==> src/rtl/aud_ctrl_pkg.sv <==
package aud_ctrl_pkg;
  localparam int NUM_SPK   = 4;
  localparam int SPK_W     = 5;
  localparam int VOL_W     = 6;
  localparam int TONE_W    = 4;
  localparam int BYTE_W    = 8;
  localparam int BIT_CNT_W = $clog2(BYTE_W + 1);

  typedef enum logic [1:0] {RX_IDLE, RX_ADDR, RX_DATA, RX_SKIP} rx_state_e;

  // signed 2 dB step count from the sign-magnitude-like tone code
  function automatic logic signed [TONE_W-1:0] tone_decode(input logic [3:0] c);
    logic signed [4:0] m;
    m = {2'b00, c[2:0]};
    return c[3] ? TONE_W'(5'sd7 - m) : TONE_W'(m - 5'sd7);
  endfunction
endpackage

==> src/rtl/aud_i2c_cond.sv <==
module aud_i2c_cond (
  input  logic clk_i,
  input  logic rst_ni,
  input  logic scl_i,
  input  logic sda_i,
  output logic start_o,
  output logic stop_o,
  output logic scl_rise_o,
  output logic scl_fall_o
);
  logic scl_q, sda_q;

  always_ff @(posedge clk_i or negedge rst_ni) begin
    if (!rst_ni) begin
      scl_q <= 1'b1;
      sda_q <= 1'b1;
    end else begin
      scl_q <= scl_i;
      sda_q <= sda_i;
    end
  end

  assign start_o    = scl_i & scl_q & sda_q & ~sda_i;
  assign stop_o     = scl_i & scl_q & ~sda_q & sda_i;
  assign scl_rise_o = scl_i & ~scl_q;
  assign scl_fall_o = ~scl_i & scl_q;
endmodule

==> src/rtl/aud_i2c_rx.sv <==
module aud_i2c_rx
  import aud_ctrl_pkg::*;
#(
  parameter logic [BYTE_W-1:0] DEV_ADDR = 8'h88
) (
  input  logic              clk_i,
  input  logic              rst_ni,
  input  logic              start_i,
  input  logic              stop_i,
  input  logic              scl_rise_i,
  input  logic              scl_fall_i,
  input  logic              sda_i,
  output logic              sda_pd_o,
  output logic              wr_stb_o,
  output logic [BYTE_W-1:0] wr_data_o,
  output rx_state_e         state_o
);
  localparam logic [BIT_CNT_W-1:0] LAST_BIT = BIT_CNT_W'(BYTE_W);
  localparam logic [BYTE_W-1:0]    WR_ADDR  = {DEV_ADDR[BYTE_W-1:1], 1'b0};

  rx_state_e              state_q;
  logic [BIT_CNT_W-1:0]   cnt_q;
  logic [BYTE_W-1:0]      sh_q;
  logic                   ack_ph_q, pd_q, wr_q;
  logic                   live;

  assign live = (state_q == RX_ADDR) || (state_q == RX_DATA);

  always_ff @(posedge clk_i or negedge rst_ni) begin
    if (!rst_ni) begin
      state_q  <= RX_IDLE;
      cnt_q    <= '0;
      sh_q     <= '0;
      ack_ph_q <= 1'b0;
      pd_q     <= 1'b0;
      wr_q     <= 1'b0;
    end else if (start_i) begin
      state_q  <= RX_ADDR;
      cnt_q    <= '0;
      ack_ph_q <= 1'b0;
      pd_q     <= 1'b0;
      wr_q     <= 1'b0;
    end else if (stop_i) begin
      state_q  <= RX_IDLE;
      cnt_q    <= '0;
      ack_ph_q <= 1'b0;
      pd_q     <= 1'b0;
      wr_q     <= 1'b0;
    end else begin
      wr_q <= 1'b0;
      if (live) begin
        if (scl_rise_i && cnt_q != LAST_BIT) begin
          sh_q  <= {sh_q[BYTE_W-2:0], sda_i};
          cnt_q <= cnt_q + 1'b1;
        end
        if (scl_fall_i && cnt_q == LAST_BIT) begin
          if (!ack_ph_q) begin
            // eighth falling edge: open the acknowledge slot
            ack_ph_q <= 1'b1;
            if (state_q == RX_DATA) begin
              pd_q <= 1'b1;
              wr_q <= 1'b1;
            end else if (sh_q == WR_ADDR) begin
              pd_q <= 1'b1;
            end else begin
              state_q <= RX_SKIP;
            end
          end else begin
            ack_ph_q <= 1'b0;
            pd_q     <= 1'b0;
            cnt_q    <= '0;
            if (state_q == RX_ADDR) state_q <= RX_DATA;
          end
        end
      end
    end
  end

  assign sda_pd_o  = pd_q;
  assign wr_stb_o  = wr_q;
  assign wr_data_o = sh_q;
  assign state_o   = state_q;
endmodule

==> src/rtl/aud_reg_bank.sv <==
module aud_reg_bank
  import aud_ctrl_pkg::*;
(
  input  logic                      clk_i,
  input  logic                      rst_ni,
  input  logic                      wr_stb_i,
  input  logic [BYTE_W-1:0]         wr_data_i,
  output logic [VOL_W-1:0]          vol_att_o,
  output logic [NUM_SPK*SPK_W-1:0]  spk_att_o,
  output logic [NUM_SPK-1:0]        spk_mute_o,
  output logic [1:0]                in_sel_o,
  output logic [1:0]                in_gain_o,
  output logic                      loud_on_o,
  output logic signed [TONE_W-1:0]  bass_o,
  output logic signed [TONE_W-1:0]  treble_o
);
  localparam logic [SPK_W-1:0] SPK_MUTE_CODE = '1;

  logic wr_vol, wr_sw, wr_tone;
  assign wr_vol  = wr_stb_i && wr_data_i[7:6] == 2'b00;
  assign wr_sw   = wr_stb_i && wr_data_i[7:5] == 3'b010 && wr_data_i[1:0] != 2'b11;
  assign wr_tone = wr_stb_i && wr_data_i[7:5] == 3'b011;

  always_ff @(posedge clk_i or negedge rst_ni) begin
    if (!rst_ni) begin
      vol_att_o <= '1;
      in_sel_o  <= '0;
      in_gain_o <= '0;
      loud_on_o <= 1'b0;
      bass_o    <= '0;
      treble_o  <= '0;
    end else begin
      if (wr_vol) vol_att_o <= wr_data_i[VOL_W-1:0];
      if (wr_sw) begin
        in_sel_o  <= wr_data_i[1:0];
        loud_on_o <= ~wr_data_i[2];
        in_gain_o <= 2'd3 - wr_data_i[4:3];
      end
      if (wr_tone) begin
        if (wr_data_i[4]) treble_o <= tone_decode(wr_data_i[3:0]);
        else              bass_o   <= tone_decode(wr_data_i[3:0]);
      end
    end
  end

  for (genvar k = 0; k < NUM_SPK; k++) begin : g_spk
    logic wr_k;
    assign wr_k = wr_stb_i && wr_data_i[7] && wr_data_i[6:5] == 2'(k);
    always_ff @(posedge clk_i or negedge rst_ni) begin
      if (!rst_ni) begin
        spk_att_o[k*SPK_W +: SPK_W] <= SPK_MUTE_CODE;
        spk_mute_o[k]               <= 1'b1;
      end else if (wr_k) begin
        spk_att_o[k*SPK_W +: SPK_W] <= wr_data_i[SPK_W-1:0];
        spk_mute_o[k]               <= wr_data_i[SPK_W-1:0] == SPK_MUTE_CODE;
      end
    end
  end
endmodule

==> src/rtl/aud_ctrl_i2c.sv <==
module aud_ctrl_i2c
  import aud_ctrl_pkg::*;
#(
  parameter logic [7:0] DEV_ADDR = 8'h88
) (
  input  logic                     clk_i,
  input  logic                     rst_ni,
  input  logic                     scl_i,
  input  logic                     sda_i,
  output logic                     sda_pd_o,
  output logic [5:0]               vol_att_o,
  output logic [19:0]              spk_att_o,
  output logic [3:0]               spk_mute_o,
  output logic [1:0]               in_sel_o,
  output logic [1:0]               in_gain_o,
  output logic                     loud_on_o,
  output logic signed [3:0]        bass_o,
  output logic signed [3:0]        treble_o
);
  logic        start_w, stop_w, rise_w, fall_w, wr_stb_w;
  logic [7:0]  wr_data_w;
  rx_state_e   rx_state_w;

  aud_i2c_cond u_cond (
    .clk_i, .rst_ni, .scl_i, .sda_i,
    .start_o(start_w), .stop_o(stop_w), .scl_rise_o(rise_w), .scl_fall_o(fall_w)
  );

  aud_i2c_rx #(.DEV_ADDR(DEV_ADDR)) u_rx (
    .clk_i, .rst_ni,
    .start_i(start_w), .stop_i(stop_w), .scl_rise_i(rise_w), .scl_fall_i(fall_w),
    .sda_i, .sda_pd_o, .wr_stb_o(wr_stb_w), .wr_data_o(wr_data_w), .state_o(rx_state_w)
  );

  aud_reg_bank u_bank (
    .clk_i, .rst_ni, .wr_stb_i(wr_stb_w), .wr_data_i(wr_data_w),
    .vol_att_o, .spk_att_o, .spk_mute_o, .in_sel_o, .in_gain_o, .loud_on_o,
    .bass_o, .treble_o
  );
endmodule

==> config.mk <==
export PLATFORM = sky130hd
export DESIGN_NAME = aud_ctrl_i2c
export DESIGN_NICKNAME = d
export VERILOG_FILES = /design/src/rtl/aud_ctrl_pkg.sv /design/src/rtl/aud_i2c_cond.sv /design/src/rtl/aud_i2c_rx.sv /design/src/rtl/aud_reg_bank.sv /design/src/rtl/aud_ctrl_i2c.sv
export SDC_FILE = /design/constraint.sdc
export NUM_CORES = 1
export LEC_CHECK = 0
export ABC_CLOCK_PERIOD_IN_PS = 3900
export BUFFER_PORTS_ARGS = -buffer_cell sky130_fd_sc_hd__buf_2
export CORE_ASPECT_RATIO = 1.25
export CORE_MARGIN = 2
export CORE_UTILIZATION = 40
export DETAILED_ROUTE_END_ITERATION = 10
export SLEW_MARGIN = 20
export SYNTH_ARGS = -nofsm -noshare
export SYNTH_HDL_FRONTEND = slang
export SYNTH_HIERARCHICAL = 1
export SYNTH_SLANG_ARGS = --single-unit
==> constraint.sdc <==
create_clock -name clk_i -period 3.9 [get_ports clk_i]
set_input_delay 0.39 -clock clk_i [delete_from_list [all_inputs] [get_ports clk_i]]
set_output_delay 0.39 -clock clk_i [all_outputs]
set_load 0.05 [all_outputs]
==> results by group <==
Worst setup path
  • Startpoint Class: flip-flop
  • RR Startpoint: u_rx/wr_data_o[0]
  • R2R Path End: u_bank/in_sel_o[0]
  • WS Path Type: flip-flop to flip-flop
  • Worst path required time: 4.12 ns
  • CP Max Fanout: 13
  • Reg-to-reg slack, setup: 2.02 ns
  • Crit. End Element: flip-flop
  • Critical Path AT: 2.10 ns
  • R2R depth: 3

Cells and area
  • Multi-input logic area: 1140 um2
  • Layout Nets: 258
  • Register area: 1590 um2
  • Area growth, synth to finish: 17.2%
  • Share of cells above drive strength 1: 59.4%
  • Ant. Diodes: 0
  • # fillers: 649

Logic synthesis
  • Fraction of registers with async set/reset: 100%
  • Cell taking the most area after synthesis: dfstp_2
  • Synth Cell Area: 2820 um2
  • Post-synth EDFFs: 0
  • Synthesized Nets: 208
  • Post-synthesis sequential element count: 62
  • Avg Cell Area, Syn: 14.2 um2
  • Dominant cells by area after synthesis: dfstp_2 (30%), dfrtp_1 (27%), mux2_2 (12%), mux2_4 (5.9%), mux2i_1 (2.5%)
  • Cell count after synthesis: 199
  • Post-synth top area share: 29.8%
  • Count leader, synth: dfstp_2
  • Commonest cells in the netlist: dfstp_2 (32), mux2_2 (31), dfrtp_1 (30), inv_1 (12), mux2_4 (11)
  • Seq/Total Area, Yosys: 56.4%
  • Unique cell type count in the Yosys netlist: 45
  • Ys Warns: 6
  • Top FF cell, synth: dfstp_2

Timing
  • Final Max Slew Viols: 0
  • TNS Setup: 0 ns
  • Final setup skew: 0.0127 ns
  • Post-layout min period: 1.88 ns
  • Period utilisation layout: 48.1%
  • Final setup viols: 0
  • Final hold violation count: 0
  • Slew of the pin with the lowest slew margin: 0.833 ns
  • Max Clock Freq: 533 MHz
  • Setup ws final: 2.02 ns
  • Unrepaired setup endpoints after global routing: no
  • Slew HR: 44.5%

Run status
  • Status: completed

Routing
  • Final wirelength: 5380 um
  • Via count: 1,730
  • DR iter-0 viols: 41
  • Vias per cell: 5.03
  • WL/cell: 15.6 um
  • Initial DRT Pass Iterations: 4
  • Remaining DRCs: 0
  • Post-DRT Antenna Nets: 0

Die
  • Die height: 97.9 um
  • Core Box Area: 6890 um2
  • Full die area: 7740 um2
  • Row Count: 34
  • Die width: 79.1 um
  • # IOs: 48
  • Starting Density: 40.9%

Place
  • Gpl congestion: 0.728
  • Buffers on Ports: 47
  • Post-detail-place hpwl: 3670 um
  • DP Worst Slack: 2.04 ns

Clock network
  • TritonCTS clock tree: done
  • Htree depth: 3
  • Post-cts sizing count: 0
  • CTS Buffer Depth: 2
  • Post-CTS Setup Repair Bufs: 0
  • Clock root cell: clkbuf_8
  • Clock Sinks: 62
  • CTS buffer count: 9
  • Reg clk slew, reported paths: 0.08 ns
  • Clk_lat worst skew: 0.34 ns
  • Cts hold-fix bufs: 0

Power
  • Leak: 1.60 nW
  • Max VDD drop: 0.000289 V
  • PwrDens: 476 nW/um2

GRT
  • GRT Resource Usage Total: 14.5%
  • Gr ovfl total: 0
  • Antenna violations before repair: 0
  • Vias in the first global route: 1,723
  • Largest net degree at the start of global routing: 40
  • First-pass GRT wire length: 8640 um

Flow run
  • Max-cap violations: 0

Hold path
  • Worst hold path type: input port to async pin
## logic make-up (layout without fill, tap and decap cells)
group                      after synthesis  after routing  synth area share, %
adders and majority gates                5              5                 2.22
AOI/OAI and AO/OA                       20             20                 4.79
DFF                                     62             62                 56.4
and+or+nand+nor                         41             41                 12.0
xor gates and xnor gates                 1              1                0.311
buffers and inverters                   21             76                 3.50
muxes                                   49             49                 20.7
## worst max-delay path: stages, from the launching register on
cell	delay (ns)
dfrtp_1	0.55
ha_1	0.34
nor4_4	0.49
mux2_2	0.38
## per-layer routing
layer / routed length (um) / vias to the layer above / track usage [%]
li1: - / 811 / -
met1: 2400 / 870 / 18.6
met4: 103 / 0 / 6.37
met3: 234 / 11 / 3.79
met5: 0 / - / 0
met2: 2640 / 38 / 23.0
## power by group
part / leakage (nW) / total (W) / internal (W) / switching [W]
sequential: 0.735 / 0.000853 / 0.000694 / 0.000158
combinational: 0.770 / 0.000215 / 0.000124 / 0.0000909
clock: 0.0965 / 0.000506 / 0.000262 / 0.000244
## flip-flops by register name, indices dropped and copies added (netlist names)
signal             cells
u_bank/in_sel_o        2
u_bank/in_gain_o       2
u_rx/state_o           2
u_cond/scl_q           1
u_bank/loud_on_o       1
u_rx/wr_data_o         8
u_cond/sda_q           1
u_rx/sda_pd_o          1
u_rx/wr_stb_o          1
u_bank/treble_o        4
u_bank/spk_mute_o      4
u_bank/vol_att_o       6
u_rx/cnt_q             4
u_rx/ack_ph_q          1
u_bank/bass_o          4
u_bank/spk_att_o      20
## cell type report
| type | instances | share of cell area [%] |
|---|---|---|
| clock buffer | 12 | 4.70 |
| multi-input combinational | 116 | 34.4 |
| inverter | 12 | 1.36 |
| sequential | 62 | 48.2 |
| clock inverter | 4 | 0.644 |
| timing repair buffer | 48 | 7.35 |
| tap | 90 | 3.41 |
## cell usage in the layout (no fill, tap or decap), drive strengths merged
cell type | synthesis | final
buf | 6 | 48
mux2 | 42 | 42
dfstp | 32 | 32
dfrtp | 30 | 30
inv | 12 | 13
clkbuf | 3 | 12
nand2 | 8 | 8
mux2i | 7 | 7
a21oi | 6 | 6
nand4 | 5 | 5
ha | 5 | 5
o21ai | 4 | 4
nand4b | 4 | 4
o21a | 4 | 4
nor2 | 4 | 4
clkinv | 0 | 3
nor3 | 3 | 3
and3 | 3 | 3
a31o | 3 | 3
and4b | 2 | 2
nor4b | 2 | 2
nor2b | 2 | 2
nor3b | 1 | 1
nor4 | 1 | 1
xnor2 | 1 | 1
nand3 | 1 | 1
or3b | 1 | 1
nor4bb | 1 | 1
a31oi | 1 | 1
and2b | 1 | 1
or2 | 1 | 1
o21bai | 1 | 1
o211ai | 1 | 1
or3 | 1 | 1
## worst max-delay path by stage
stage	start	to	slack, ns
after floorplan	u_rx/wr_data_o[0]	u_bank/in_sel_o[0]	2.25
after global placement	u_rx/wr_data_o[5]	u_bank/spk_att_o[1]	1.88
after detailed placement	u_rx/wr_data_o[0]	u_bank/in_sel_o[0]	2.04
after CTS	u_rx/wr_data_o[1]	u_bank/in_sel_o[0]	2.03
after global routing	u_rx/wr_data_o[0]	u_bank/in_sel_o[0]	1.94
final	u_rx/wr_data_o[0]	u_bank/in_sel_o[0]	2.02
## metrics by stage
stage	hold slack, ns	power, W	util [%]	std cells	instance area [um2]
3_3_place_gp	0.461	0.00107	45.3	328	3120
2_1_floorplan	0.0944	0.000998	-	199	2820
4_1_cts	0.173	0.00159	47.9	344	3300
3_5_place_dp	0.465	0.00108	45.4	328	3130
6_report	0.153	0.00157	47.9	344	3300
5_1_grt	0.174	0.00166	47.9	344	3300
Power figures use the tool's default switching activity.
